<file path="src/rtl/sar_pkg.sv">
package sar_pkg;
  localparam int IDX_W = 4;

  typedef enum logic [1:0] {
    ADDR_CTRL = 2'd0,
    ADDR_LO   = 2'd1,
    ADDR_HI   = 2'd2,
    ADDR_PACK = 2'd3
  } regAddr_t;

  // control -> datapath strobes
  typedef struct packed {
    logic             clrAcc;
    logic             latchBit;
    logic             trialOn;
    logic [IDX_W-1:0] bitIdx;
    logic             finish;
  } sarStrobe_t;
endpackage

</file>
<file path="src/rtl/sar_ctrl.sv">
module sar_ctrl
  import sar_pkg::*;
#(
  parameter int RES_BITS   = 10,
  parameter int CONV_STEPS = 61
) (
  input  logic       clk,
  input  logic       rst_n,
  input  logic       cfgWr,
  input  logic       startReq,
  input  logic [2:0] cfgChan,
  input  logic       cfgFast,
  output logic [2:0] chanCode,
  output logic       fastClk,
  output logic       doneFlag,
  output logic       busy,
  output logic       irqReq,
  output sarStrobe_t stb
);
  localparam int SETTLE = CONV_STEPS - RES_BITS;
  localparam int STEP_W = $clog2(CONV_STEPS);
  localparam logic [STEP_W-1:0] LAST_STEP = STEP_W'(CONV_STEPS - 1);

  logic [STEP_W-1:0] stepQ;
  logic phaseQ, busyQ, doneQ, fastQ, irqQ;
  logic [2:0] chanQ;
  logic tick, lastTick, trialOn;
  logic [IDX_W-1:0] bitIdx;

  assign tick     = busyQ & (fastQ | phaseQ);
  assign lastTick = tick & (stepQ == LAST_STEP) & ~startReq;
  assign trialOn  = busyQ & (int'(stepQ) >= SETTLE);

  always_comb begin
    int rel;
    rel    = int'(stepQ) - SETTLE;
    bitIdx = trialOn ? IDX_W'(RES_BITS - 1 - rel) : '0;
  end

  always_ff @(posedge clk or negedge rst_n) begin
    if (!rst_n) begin
      chanQ  <= '0;
      fastQ  <= 1'b0;
      doneQ  <= 1'b1;
      busyQ  <= 1'b0;
      phaseQ <= 1'b0;
      stepQ  <= '0;
      irqQ   <= 1'b0;
    end else begin
      irqQ <= lastTick;
      if (cfgWr) begin
        chanQ <= cfgChan;
        fastQ <= cfgFast;
      end
      if (startReq) begin
        busyQ  <= 1'b1;
        doneQ  <= 1'b0;
        phaseQ <= 1'b0;
        stepQ  <= '0;
      end else if (busyQ) begin
        phaseQ <= ~phaseQ;
        if (tick) begin
          if (stepQ == LAST_STEP) begin
            busyQ <= 1'b0;
            doneQ <= 1'b1;
          end else begin
            stepQ <= stepQ + 1'b1;
          end
        end
      end
    end
  end

  always_comb begin
    stb.clrAcc   = startReq;
    stb.latchBit = tick & trialOn & ~startReq;
    stb.trialOn  = trialOn;
    stb.bitIdx   = bitIdx;
    stb.finish   = lastTick;
  end

  assign chanCode = chanQ;
  assign fastClk  = fastQ;
  assign doneFlag = doneQ;
  assign busy     = busyQ;
  assign irqReq   = irqQ;
endmodule

</file>
<file path="src/rtl/sar_datapath.sv">
module sar_datapath
  import sar_pkg::*;
#(
  parameter int RES_BITS = 10
) (
  input  logic                clk,
  input  logic                rst_n,
  input  sarStrobe_t          stb,
  input  logic                cmpHigh,
  output logic [RES_BITS-1:0] trialCode,
  output logic [RES_BITS-1:0] result
);
  logic [RES_BITS-1:0] accQ, accNext, trialMask, resQ;

  always_comb begin
    trialMask = stb.trialOn ? (RES_BITS'(1) << stb.bitIdx) : '0;
    trialCode = accQ | trialMask;
    accNext   = accQ;
    if (stb.latchBit && cmpHigh) accNext = trialCode;
  end

  always_ff @(posedge clk or negedge rst_n) begin
    if (!rst_n) begin
      accQ <= '0;
      resQ <= '0;
    end else begin
      if (stb.clrAcc) accQ <= '0;
      else            accQ <= accNext;
      if (stb.finish) resQ <= accNext;
    end
  end

  assign result = resQ;
endmodule

</file>
<file path="src/rtl/sar_conv_ctrl.sv">
module sar_conv_ctrl
  import sar_pkg::*;
#(
  parameter int RES_BITS   = 10,
  parameter int CONV_STEPS = 61,
  parameter int CHAN_NUM   = 6
) (
  input  logic                clk,
  input  logic                rst_n,
  input  logic [1:0]          busAddr,
  input  logic                busWr,
  input  logic [7:0]          busWrData,
  output logic [7:0]          busRdData,
  output logic [CHAN_NUM-1:0] chanSel,
  output logic [RES_BITS-1:0] trialCode,
  input  logic                cmpHigh,
  output logic                irqReq
);
  localparam int HI_BITS = RES_BITS - 8;

  logic cfgWr, startReq, fastClk, doneFlag, busy;
  logic [2:0] chanCode;
  logic [RES_BITS-1:0] result;
  sarStrobe_t stb;
  logic unusedWrBits;

  assign unusedWrBits = ^busWrData[7:5];
  assign cfgWr    = busWr & (regAddr_t'(busAddr) == ADDR_CTRL);
  assign startReq = cfgWr & ~busWrData[4];

  sar_ctrl #(.RES_BITS(RES_BITS), .CONV_STEPS(CONV_STEPS)) u_ctl (
    .clk(clk), .rst_n(rst_n), .cfgWr(cfgWr), .startReq(startReq),
    .cfgChan(busWrData[2:0]), .cfgFast(busWrData[3]),
    .chanCode(chanCode), .fastClk(fastClk), .doneFlag(doneFlag),
    .busy(busy), .irqReq(irqReq), .stb(stb)
  );

  sar_datapath #(.RES_BITS(RES_BITS)) u_dp (
    .clk(clk), .rst_n(rst_n), .stb(stb), .cmpHigh(cmpHigh),
    .trialCode(trialCode), .result(result)
  );

  for (genvar c = 0; c < CHAN_NUM; c++) begin : g_sel
    assign chanSel[c] = (int'(chanCode) == c);
  end

  always_comb begin
    unique case (regAddr_t'(busAddr))
      ADDR_CTRL: busRdData = {3'b000, doneFlag, fastClk, chanCode};
      ADDR_LO:   busRdData = result[7:0];
      ADDR_HI:   busRdData = 8'(result[RES_BITS-1 -: HI_BITS]);
      ADDR_PACK: busRdData = result[RES_BITS-1 -: 8];
      default:   busRdData = '0;
    endcase
  end
endmodule

</file>
<file path="config.mk">
export PLATFORM = sky130hd
export DESIGN_NAME = sar_conv_ctrl
export DESIGN_NICKNAME = d
export VERILOG_FILES = /design/src/rtl/sar_pkg.sv /design/src/rtl/sar_ctrl.sv /design/src/rtl/sar_datapath.sv /design/src/rtl/sar_conv_ctrl.sv
export SDC_FILE = /design/constraint.sdc
export NUM_CORES = 1
export LEC_CHECK = 0
export BUFFER_PORTS_ARGS = -buffer_cell sky130_fd_sc_hd__buf_2
export CORE_AREA = 10 10 101 85
export CTS_CLUSTER_SIZE = 16
export DETAILED_ROUTE_END_ITERATION = 7
export DIE_AREA = 0 0 111 95
export PLACE_DENSITY = 0.48
export SLEW_MARGIN = 20
export SYNTH_ARGS = -nofsm -noshare
export SYNTH_HDL_FRONTEND = slang
export SYNTH_SLANG_ARGS = --single-unit
</file>
<file path="constraint.sdc">
create_clock -name clk -period 2.4 [get_ports clk]
set_clock_uncertainty 0.2 [all_clocks]
set_input_delay 0.6 -clock clk [delete_from_list [all_inputs] [get_ports clk]]
set_output_delay 0.6 -clock clk [all_outputs]
set_load 0.02 [all_outputs]
</file>
==> summary.md, run 1 <==
| Metric | Value |
|---|---|
| Slew Viols, Final | 0 |
| Vias in the first global route | 1737 |
| Area Growth Syn to Fin | 42.7% |
| CTS clk-pin slew, worst paths | 70 ps |
| Mapped cell area | 0.00193 mm² |
| Initial antenna violation count | 0 |
| Crit-path leading delay family | compound AO/OA/AOI/OAI gates |
| Adder-cell share of the synthesized area | 0.0130 |
| Largest family of logic cells by synthesized area | simple AND/OR/NAND/NOR gates |
| Fmax | 377 MHz |
| IR drop worst, VDD | 0.000493 V |
| XOR/XNOR share of the synthesized area | 0.0408 |
| CTS tree | built |
| Post-Synth Simple-Gate Area | 0.225 |
| Mean Syn Cell Area | 10.2 µm² |
| Final setup fails | 10 |
| Layout cells sized above 1 | 0.475 |
| Worst-margin pin slew | 493 ps |
| Core ar. | 0.00666 mm² |
| Switching Share | 0.389 |
| P_int | 1.55 mW |
| I/O pins | 39 |
| RSZ-0062 raised after global routing | true |
| Worst-path cell chain | buf_4, or3_1, a41o_1, a21o_1, buf_2 |
| Outcome | finished with violations |
| Critical Path Start Type | register |
| Yosys top cell area share | 0.427 |
| Via density | 4.87 |
| Antenna-violating nets left | 0 |
| GRT overflow | 0 |
| Compound-Gate Fraction of Synth Area | 0.152 |
| Buf+Inv Stages, Crit Path | 2 |
| Sw power | 0.987 mW |
| Violated checks | setup timing |
| Post-synth top flop | dfrtp_1 |
| Slew margin rel. | 0.669 |
| Final instance area | 0.00276 mm² |
| CTS H-tree depth | 2 |
| CTS Hold Buffers Added | 0 |
| GRT Util Overall | 0.106 |
| Required @ worst endpoint | 1600 ps |
| Mux share of post-synthesis cell area | 0.0848 |
| CP max stage delay | 420 ps |
| DR vias | 1696 |
| Inserted Clock Buffers | 5 |
| Fin. Hold Viols | 0 |
| Clock Root Buffer | clkbuf_8 |
| Post-DP HPWL | 4.08 mm |
| Pwr dens | 921 mW/mm² |
| Synth top cells by count | dfrtp_1, nand2_1, nor2_1 |
| Rows | 27 |
| Die width | 111 µm |
| Count leader, synth | dfrtp_1 |
| Syn nets | 205 |
| Number of flops mapped to enable cells by yosys | 0 |
| Leak | 1.34 nW |
| Sequential Power Share | 0.314 |
| Setup ws final | -249 ps |
| Port bufs | 35 |
| Clk buf depth | 2 |
| Fin crit period | 2650 ps |
| Synth cell types | 51 |
| Pre-Repair DR Iteration Count | 4 |
| Crit-path max FO | 5 |
| Clock Latency Late Sink | 280 ps |
| Combinational power share | 0.512 |
| Clock share of power | 0.174 |
| Yosys top cell by area | dfrtp_1 |
| ANT cells | 0 |
| Placer Congestion | 0.822 |
| Total Wirelength | 5.50 mm |
| WL per Instance | 15.8 µm |
| WP data arrival | 1850 ps |
| Setup crit end kind | primary output |
| YS warnings | 0 |
| Hold Path Class | in -> async |
| Slowest library cell on the worst path | dfrtp_1 |
| Max-cap violation count | 0 |
| Crit Path Class | reg -> out |
| Area contributors post-synth | dfrtp_1, nand2_1, mux2_2 |
| Synthesized flop and latch total | 34 |
| Placed instance area | 0.00242 mm² |
| # clock sinks | 34 |
| Die Y | 95 µm |
| Placed cells | 333 |
| Post-synthesis async set-or-reset flop share | 1.00 |
| Largest net degree at the start of global routing | 35 |
| Register area share after synthesis | 0.441 |
| Fin crit share | 1.10 |
| Post-Syn Instances | 189 |
| Initial Util | 0.290 |
| Number of remaining DRC errors | 0 |
| Drt first-iter violations | 56 |
| Die area | 0.0105 mm² |
| Final Non-Filler Cells | 348 |
| First-pass GRT wire length | 9.12 mm |
| Final #Nets | 276 |
## stage by stage
step / TNS, ps / hold slack (ps) / power (mW) / setup slack, ps / util
after floorplan: 0 / 104 / 1.39 / 6.04 / -
after global placement: -94.3 / 250 / 1.76 / -47.3 / 0.364
after detailed placement: -130 / 256 / 1.78 / -49.2 / 0.364
after CTS: -2260 / 167 / 2.39 / -327 / 0.396
after global routing: -2680 / 181 / 2.70 / -338 / 0.414
final: -1940 / 151 / 2.54 / -249 / 0.414
## flip-flops by register name, indices dropped and copies added, names as in the netlist
signal,cells
u_dp.accQ,10
u_ctl.doneFlag,1
u_ctl.fastClk,1
u_ctl.phaseQ,1
u_dp.result,10
u_ctl.busy,1
u_ctl.stepQ,6
u_ctl.chanCode,3
u_ctl.irqReq,1
## per-layer routing
layer  share of wire  track usage  vias up
met1            0.51        0.150      830
met4           0.013       0.0368        0
met5               0            0        -
met3           0.057       0.0292        4
li1                -            -      824
met2            0.42        0.151       38
## power by group through the flow
| stage | combinational (mW) | sequential [mW] | clock, mW |
|---|---|---|---|
| 2_1_floorplan | 0.651 | 0.743 | 0 |
| 3_3_place_gp | 0.971 | 0.787 | 0 |
| 6_report | 1.30 | 0.798 | 0.442 |
| 4_1_cts | 1.15 | 0.783 | 0.457 |
| 3_5_place_dp | 0.990 | 0.787 | 0 |
| 5_1_grt | 1.41 | 0.813 | 0.479 |
## worst paths after layout
kind,cells past startpoint,startpoint,slack (ps),endpoint
setup / recovery,5,u_ctl.stepQ[1]$_DFFE_PN0P_,-250,trialCode[3]
hold / removal,2,rst_n,150,u_ctl.stepQ[3]$_DFFE_PN0P_
setup reg to reg,8,u_ctl.stepQ[1]$_DFFE_PN0P_,210,u_dp.result[9]$_DFFE_PN0P_
hold reg to reg,2,u_ctl.doneFlag$_DFFE_PN1P_,260,u_ctl.doneFlag$_DFFE_PN1P_
max in group asynchronous,2,rst_n,1500,u_ctl.doneFlag$_DFFE_PN1P_
min in group clk,2,u_ctl.doneFlag$_DFFE_PN1P_,260,u_ctl.doneFlag$_DFFE_PN1P_
## cell families after synthesis
kind of cell	Yosys count
and+or+nand+nor	79
AOI/OAI and AO/OA	37
DFF	34
buffers and inverters	15
muxes	13
xor gates and xnor gates	9
adders and majority gates	2
## final cells by class
type | instances | area [µm²]
Clock buffer | 8 | 90.1
Inverter | 6 | 22.5
Timing Repair Buffer | 73 | 524
Multi-Input combinational cell | 140 | 1160
Fill cell | 672 | 3900
Tap cell | 87 | 109
Sequential cell | 34 | 855
## placed cells by master (no fill, tap or decap), types with 2 or more instances in the layout
cell       count
nand2_1       30
xnor2_1        3
mux2_2         7
buf_2         26
o31ai_1        2
nand2b_1       2
inv_2          5
a31oi_4        2
clkbuf_1       2
a22o_1         7
a21o_1         7
o21ai_0        3
dfrtp_2        2
or4b_4         2
buf_4         36
nand3_2        2
mux2i_1        4
or3_1          2
dfrtp_1       31
nor2_1        12
buf_6         11
nor3_1         3
o2111ai_1      2
xor2_1         4
nor2b_1        3
and3b_1        2
nor3_2         2
mux4_2         2
nor3b_1        3
o21a_1         2
a21oi_2        2
clkbuf_8       6
## what timing repair did
action	in CTS	in global routing
setup endpoints to repair	10	14
pin swaps	5	8
gates cloned	0	0
buffers inserted	5	2
endpoints found under the hold margin	0	0
gates resized for setup	22	25
Power figures use the tool's default switching activity.
==> run 2: changes to the inputs <==
==> constraint.sdc (replaced) <==
create_clock -name clk -period 2.4 [get_ports clk]
set_clock_uncertainty 0.2 [all_clocks]
set_input_delay 0.6 -clock clk [delete_from_list [all_inputs] [get_ports clk]]
set_output_delay 0.6 -clock clk [all_outputs]
set_load 0.05 [all_outputs]
==> summary.md, run 2 (synthesized netlist as in run 1, its figures left out) <==
| Metric | Value |
|---|---|
| Gr busiest metal | met2 |
| Worst-path cell chain | inv_6, ha_4, or3_1, a21o_1, o31ai_4, buf_6 |
| Final setup fails | 10 (unchanged) |
| RR Endpoint | u_dp.result[8]$_DFFE_PN0P_ |
| CTS clk-pin slew, worst paths | 70 ps (about the same) |
| Number of remaining DRC errors | 0 (unchanged) |
| Pre-Repair DR Iteration Count | 4 (unchanged) |
| ANT cells | 0 (unchanged) |
| Most common cell after layout, fill and taps aside | buf_4 |
| GRT overflow | 0 (unchanged) |
| Max-cap violation count | 0 (unchanged) |
| Clock Latency Late Sink | 290 ps (about the same) |
| GRT Util Overall | 0.111 (+0.00437) |
| Outcome | finished with violations |
| Fin. Hold Viols | 0 (unchanged) |
| Buf+Inv Stages, Crit Path | 2 (unchanged) |
| Fin crit share | 1.13 (+0.0283) |
| Fillers | 663 (-1.3%) |
| Placer Congestion | 0.812 (-1.2%) |
| CP max stage delay | 460 ps (+40 ps) |
| CTS H-tree depth | 2 (unchanged) |
| Final core occ | 0.421 (+0.00696) |
| GRT met1 Usage | 0.147 (-0.00275) |
| Slew Viols, Final | 0 (unchanged) |
| Crit Path Class | reg -> out |
| Final TNS setup | -2600 ps (-654 ps) |
| Routing usage on met3 | 0.0298 (+0.000634) |
| FF/Latch Area | 856 µm² (+0.15%) |
| Final Non-Filler Cells | 354 (+1.7%) |
| R2r startpoint | u_ctl.stepQ[0]$_DFFE_PN0P_ |
| Setup crit end kind | primary output |
| Inserted Clock Buffers | 5 (unchanged) |
| Required @ worst endpoint | 1600 ps (about the same) |
| Crit-path leading delay family | flip-flops |
| WL per Instance | 15.9 µm (+0.41%) |
| Placed cells | 338 (+1.5%) |
| Slowest library cell on the worst path | dfrtp_2 |
| Die area | 0.0105 mm² (unchanged) |
| Rows | 27 (unchanged) |
| Setup ws final | -317 ps (-67.8 ps) |
| CTS tree | built |
| IR drop worst, VDD | 0.000535 V (+8.5%) |
| Slew margin rel. | 0.695 (+0.0268) |
| Final #Nets | 282 (+2.2%) |
| Vias in the first global route | 1821 (+4.8%) |
| Die width | 111 µm (unchanged) |
| Reg2Reg Depth | 8 (unchanged) |
| Core ar. | 0.00666 mm² (unchanged) |
| Area Growth Syn to Fin | 45.1% |
| Pwr dens | 933 mW/mm² (+1.3%) |
| Clock Root Buffer | clkbuf_8 |
| Antenna-violating nets left | 0 (unchanged) |
| Layout cells sized above 1 | 0.498 (+0.0230) |
| Initial Util | 0.290 (unchanged) |
| Post-DP HPWL | 4.20 mm (+2.9%) |
| I/O pins | 39 (unchanged) |
| R2r setup slk | 70 ps (-140 ps) |
| Critical Path Start Type | register |
| Total Wirelength | 5.62 mm (+2.1%) |
| DR vias | 1660 (-2.1%) |
| Leak | 1.36 nW (+1.9%) |
| Die Y | 95 µm (unchanged) |
| Hold Path Class | in -> async |
| Pre-CTS WS | -254 ps (-205 ps) |
| # clock sinks | 34 (unchanged) |
| Drt first-iter violations | 47 (-16%) |
| Worst-margin pin slew | 452 ps (-40.9 ps) |
| Largest net degree at the start of global routing | 19 (-46%) |
| WP data arrival | 1920 ps (+70 ps) |
| Fmax | 368 MHz (-2.5%) |
| RSZ-0062 raised after global routing | true |
| Multi-input gate area | 0.00112 mm² (-3.2%) |
| Most frequent cells in the layout | buf_4, dfrtp_1, nand2_1 |
| Violated checks | setup timing |
| First-pass GRT wire length | 9.47 mm (+3.9%) |
| Fin crit period | 2720 ps (+67.8 ps) |
| Clk buf depth | 2 (unchanged) |
| Met2 usage | 0.170 (+0.0181) |
| Crit-path max FO | 5 (unchanged) |
| Port bufs | 35 (unchanged) |
| Via density | 4.69 (-3.8%) |
| Initial antenna violation count | 0 (unchanged) |
==> run 2: changes by cell type in the layout (fill, tap and decap cells not counted), sizes merged <==
cell,delta
buf,+4
clkbuf,+1
clkinv,+1
==> run 2: area by class of cell <==
| cell class | instances | share of cell area |
|---|---|---|
| Inverter | 6 | 0.00982 |
| Tap cell | 87 | 0.0388 |
| Clock buffer | 7 | 0.0308 |
| Timing Repair Buffer | 79 | 0.214 |
| Multi-Input combinational cell | 140 | 0.399 |
| Sequential cell | 34 | 0.305 |
| Clock inverter | 1 | 0.00179 |
==> run 2: power breakdown <==
| group | total [mW] | leakage, nW | switching, mW | internal, mW |
|---|---|---|---|---|
| Clock | 0.443 | 0.0482 | 0.212 | 0.231 |
| Sequential | 0.805 | 0.444 | 0.134 | 0.671 |
| Combinational | 1.37 | 0.869 | 0.675 | 0.692 |
==> run 2: how the worst max path moves through the flow <==
| stage | end | startpoint | depth (start not counted) | slack (ps) |
|---|---|---|---|---|
| floorplan | trialCode[9] | u_ctl.stepQ[0]$_DFFE_PN0P_ | 6 | -110 |
| global placement | trialCode[4] | u_ctl.stepQ[0]$_DFFE_PN0P_ | 6 | -270 |
| detailed placement | trialCode[4] | u_ctl.stepQ[0]$_DFFE_PN0P_ | 6 | -250 |
| CTS | trialCode[9] | u_ctl.stepQ[1]$_DFFE_PN0P_ | 6 | -340 |
| global route | trialCode[9] | u_ctl.stepQ[0]$_DFFE_PN0P_ | 6 | -380 |
| finish | trialCode[9] | u_ctl.stepQ[0]$_DFFE_PN0P_ | 6 | -320 |
==> run 2: stage by stage <==
step                hold WS [ps]  instance area [µm²]  total power [mW]
finish                      49.8                 2800              2.62
global route                66.8                 2800              2.80
CTS                         53.8                 2770              2.59
detailed placement           254                 2480              1.90
global placement             252                 2480              1.89
floorplan                    104                 1980              1.48
==> run 2: metal layers <==
layer  part of all wire  wire length (µm)
met3              0.043               240
met5                  0                 0
met2               0.41              2330
met4              0.013                75
met1               0.53              2980
==> run 2: what timing repair did <==
item	4_1_cts	5_1_grt
buffers inserted	7	1
cloned	0	0
gates resized for setup	40	8
pin swaps	7	0
hold buffers	0	0
setup endpoints to repair	10	12
==> run 3: changes to the inputs <==
--- a/config.mk
+++ b/config.mk
@@ -6,11 +6,11 @@
 export NUM_CORES = 1
 export LEC_CHECK = 0
 export BUFFER_PORTS_ARGS = -buffer_cell sky130_fd_sc_hd__buf_2
-export CORE_AREA = 10 10 101 85
+export CORE_AREA = 10 10 82 70
 export CTS_CLUSTER_SIZE = 16
 export DETAILED_ROUTE_END_ITERATION = 7
-export DIE_AREA = 0 0 111 95
-export PLACE_DENSITY = 0.48
+export DIE_AREA = 0 0 92 80
+export PLACE_DENSITY = 0.71
 export SLEW_MARGIN = 20
 export SYNTH_ARGS = -nofsm -noshare
 export SYNTH_HDL_FRONTEND = slang
==> summary.md, run 3 (synthesized netlist as in run 1, its figures left out) <==
| Metric | Value |
|---|---|
| Drt first-iter violations | 70 (+49%) |
| Hold Path Class | in -> async |
| Die Y | 80 µm (-16%) |
| Final #Nets | 277 (-1.8%) |
| Crit-path max FO | 4 (-1) |
| Slew Viols, Final | 0 (unchanged) |
| Pre-Repair DR Iteration Count | 4 (unchanged) |
| Fin crit period | 2700 ps (-14.6 ps) |
| Vias in the first global route | 1630 (-10%) |
| Total Wirelength | 4.95 mm (-12%) |
| Port bufs | 35 (unchanged) |
| Leak | 1.35 nW (-1.2%) |
| Number of remaining DRC errors | 0 (unchanged) |
| Slowest library cell on the worst path | dfrtp_2 |
| Critical Path Start Type | register |
| Fin crit share | 1.13 (-0.00606) |
| CP max stage delay | 460 ps (about the same) |
| Reg2Reg Depth | 8 (unchanged) |
| First-pass GRT wire length | 8.27 mm (-13%) |
| DR vias | 1673 (+0.78%) |
| Final core occ | 0.674 (+0.253) |
| Pwr dens | 982 mW/mm² (+5.3%) |
| WP data arrival | 1900 ps (-20 ps) |
| CTS H-tree depth | 2 (unchanged) |
| Final instance area | 0.00276 mm² (-1.4%) |
| Area Growth Syn to Fin | 43.0% |
| Placed cells | 306 (-9.5%) |
| Setup ws final | -303 ps (+14.6 ps) |
| Most frequent cells in the layout | buf_4, dfrtp_1, nand2_1 |
| Clock Root Buffer | clkbuf_8 |
| Fmax | 370 MHz (+0.54%) |
| Layout cells sized above 1 | 0.492 (-0.00576) |
| Die area | 0.00736 mm² (-30%) |
| Max layer used | met4 |
| Met2 wire len | 2.23 mm (-4.0%) |
| Initial Util | 0.471 (+0.181) |
| Pre-CTS WS | -153 ps (+100 ps) |
| Via density | 5.24 (+12%) |
| Most common cell after layout, fill and taps aside | buf_4 |
| Largest net degree at the start of global routing | 35 (+16) |
| IR drop worst, VDD | 0.000883 V (+65%) |
| Outcome | finished with violations |
| Placed instance area | 0.00241 mm² (-2.6%) |
| Initial antenna violation count | 0 (unchanged) |
| GRT Util Overall | 0.140 (+0.0293) |
| Fin. Hold Viols | 0 (unchanged) |
| Worst hold slack | 179 ps (+129 ps) |
| Clock Latency Late Sink | 290 ps (about the same) |
| Setup crit end kind | primary output |
| M1 WL | 2.33 mm (-22%) |
| RSZ-0062 raised after global routing | true |
| Required @ worst endpoint | 1600 ps (about the same) |
| Max-cap violation count | 0 (unchanged) |
| Rows | 21 (-22%) |
| Die width | 92 µm (-17%) |
| # clock sinks | 34 (unchanged) |
| R2r startpoint | u_ctl.stepQ[0]$_DFFE_PN0P_ |
| Final TNS setup | -2290 ps (+309 ps) |
| ANT cells | 0 (unchanged) |
| Crit-path leading delay family | flip-flops |
| Met3 routed WL | 345 µm (+44%) |
| Post-DP HPWL | 3.70 mm (-12%) |
| Slew margin rel. | 0.492 (-0.203) |
| Final Non-Filler Cells | 319 (-9.9%) |
| Placer Congestion | 0.805 (-0.89%) |
| GRT overflow | 0 (unchanged) |
| Worst-margin pin slew | 761 ps (+309 ps) |
| Final setup fails | 10 (unchanged) |
| R2r setup slk | 240 ps (+170 ps) |
| Clk buf depth | 2 (unchanged) |
| I/O pins | 39 (unchanged) |
| Antenna-violating nets left | 0 (unchanged) |
| CTS tree | built |
| CTS Hold Buffers Added | 0 (unchanged) |
| Pwr Total | 2.71 mW (+3.7%) |
| RR Endpoint | u_dp.result[9]$_DFFE_PN0P_ |
| Worst-path cell chain | inv_6, ha_4, or3_1, a21o_1, o31ai_4, buf_6 |
| Buf+Inv Stages, Crit Path | 2 (unchanged) |
| Crit Path Class | reg -> out |
| Violated checks | setup timing |
| WL per Instance | 15.5 µm (-2.3%) |
| CTS clk-pin slew, worst paths | 70 ps (about the same) |
| Core ar. | 0.00410 mm² (-38%) |
| Inserted Clock Buffers | 5 (unchanged) |
## run 3: power by group
group,leakage (nW),total (mW),internal (mW),switching (mW)
clock network,0.0524,0.519,0.311,0.208
registers,0.445,0.809,0.669,0.139
logic,0.848,1.39,0.677,0.710
total,1.35,2.71,1.66,1.06
## run 3: final cells by class
type | instances | area (µm²)
clock buffers | 7 | 76.3
clock inverters | 1 | 30.0
fillers | 363 | 1340
inverters | 6 | 27.5
multi-input cells | 140 | 1150
flip-flops and latches | 34 | 855
well taps | 57 | 71.3
repair buffers | 74 | 551
## run 3: repair_timing
item | CTS | global route
endpoints found under the setup margin | 10 | 14
setup buffers | 1 | 4
resized for setup | 37 | 15
pin swaps | 6 | 5
## run 3: worst reg2reg max path: stages (launching register included)
cell and delay (ps):
dfrtp_2 460, inv_6 50, ha_4 170, or3_1 310
a21o_1 200, buf_4 140, buf_4 120, nor4_1 290
o31a_1 160
## run 3: routing by layer
metal  vias up  global-route usage
li1        823                   -
met1       803               0.183
met2        43               0.208
met3         4              0.0583
met4         0              0.0369
met5         -                   0
## run 3: how the worst max path moves through the flow
| stage | start | end | cells past startpoint |
|---|---|---|---|
| 6_report | u_ctl.stepQ[0]$_DFFE_PN0P_ | trialCode[9] | 6 |
| 3_3_place_gp | u_ctl.stepQ[0]$_DFFE_PN0P_ | trialCode[6] | 7 |
| 2_1_floorplan | u_ctl.stepQ[0]$_DFFE_PN0P_ | trialCode[9] | 6 |
| 3_5_place_dp | u_ctl.stepQ[0]$_DFFE_PN0P_ | trialCode[6] | 6 |
| 5_1_grt | u_ctl.stepQ[0]$_DFFE_PN0P_ | trialCode[9] | 6 |
| 4_1_cts | u_ctl.stepQ[1]$_DFFE_PN0P_ | trialCode[9] | 6 |
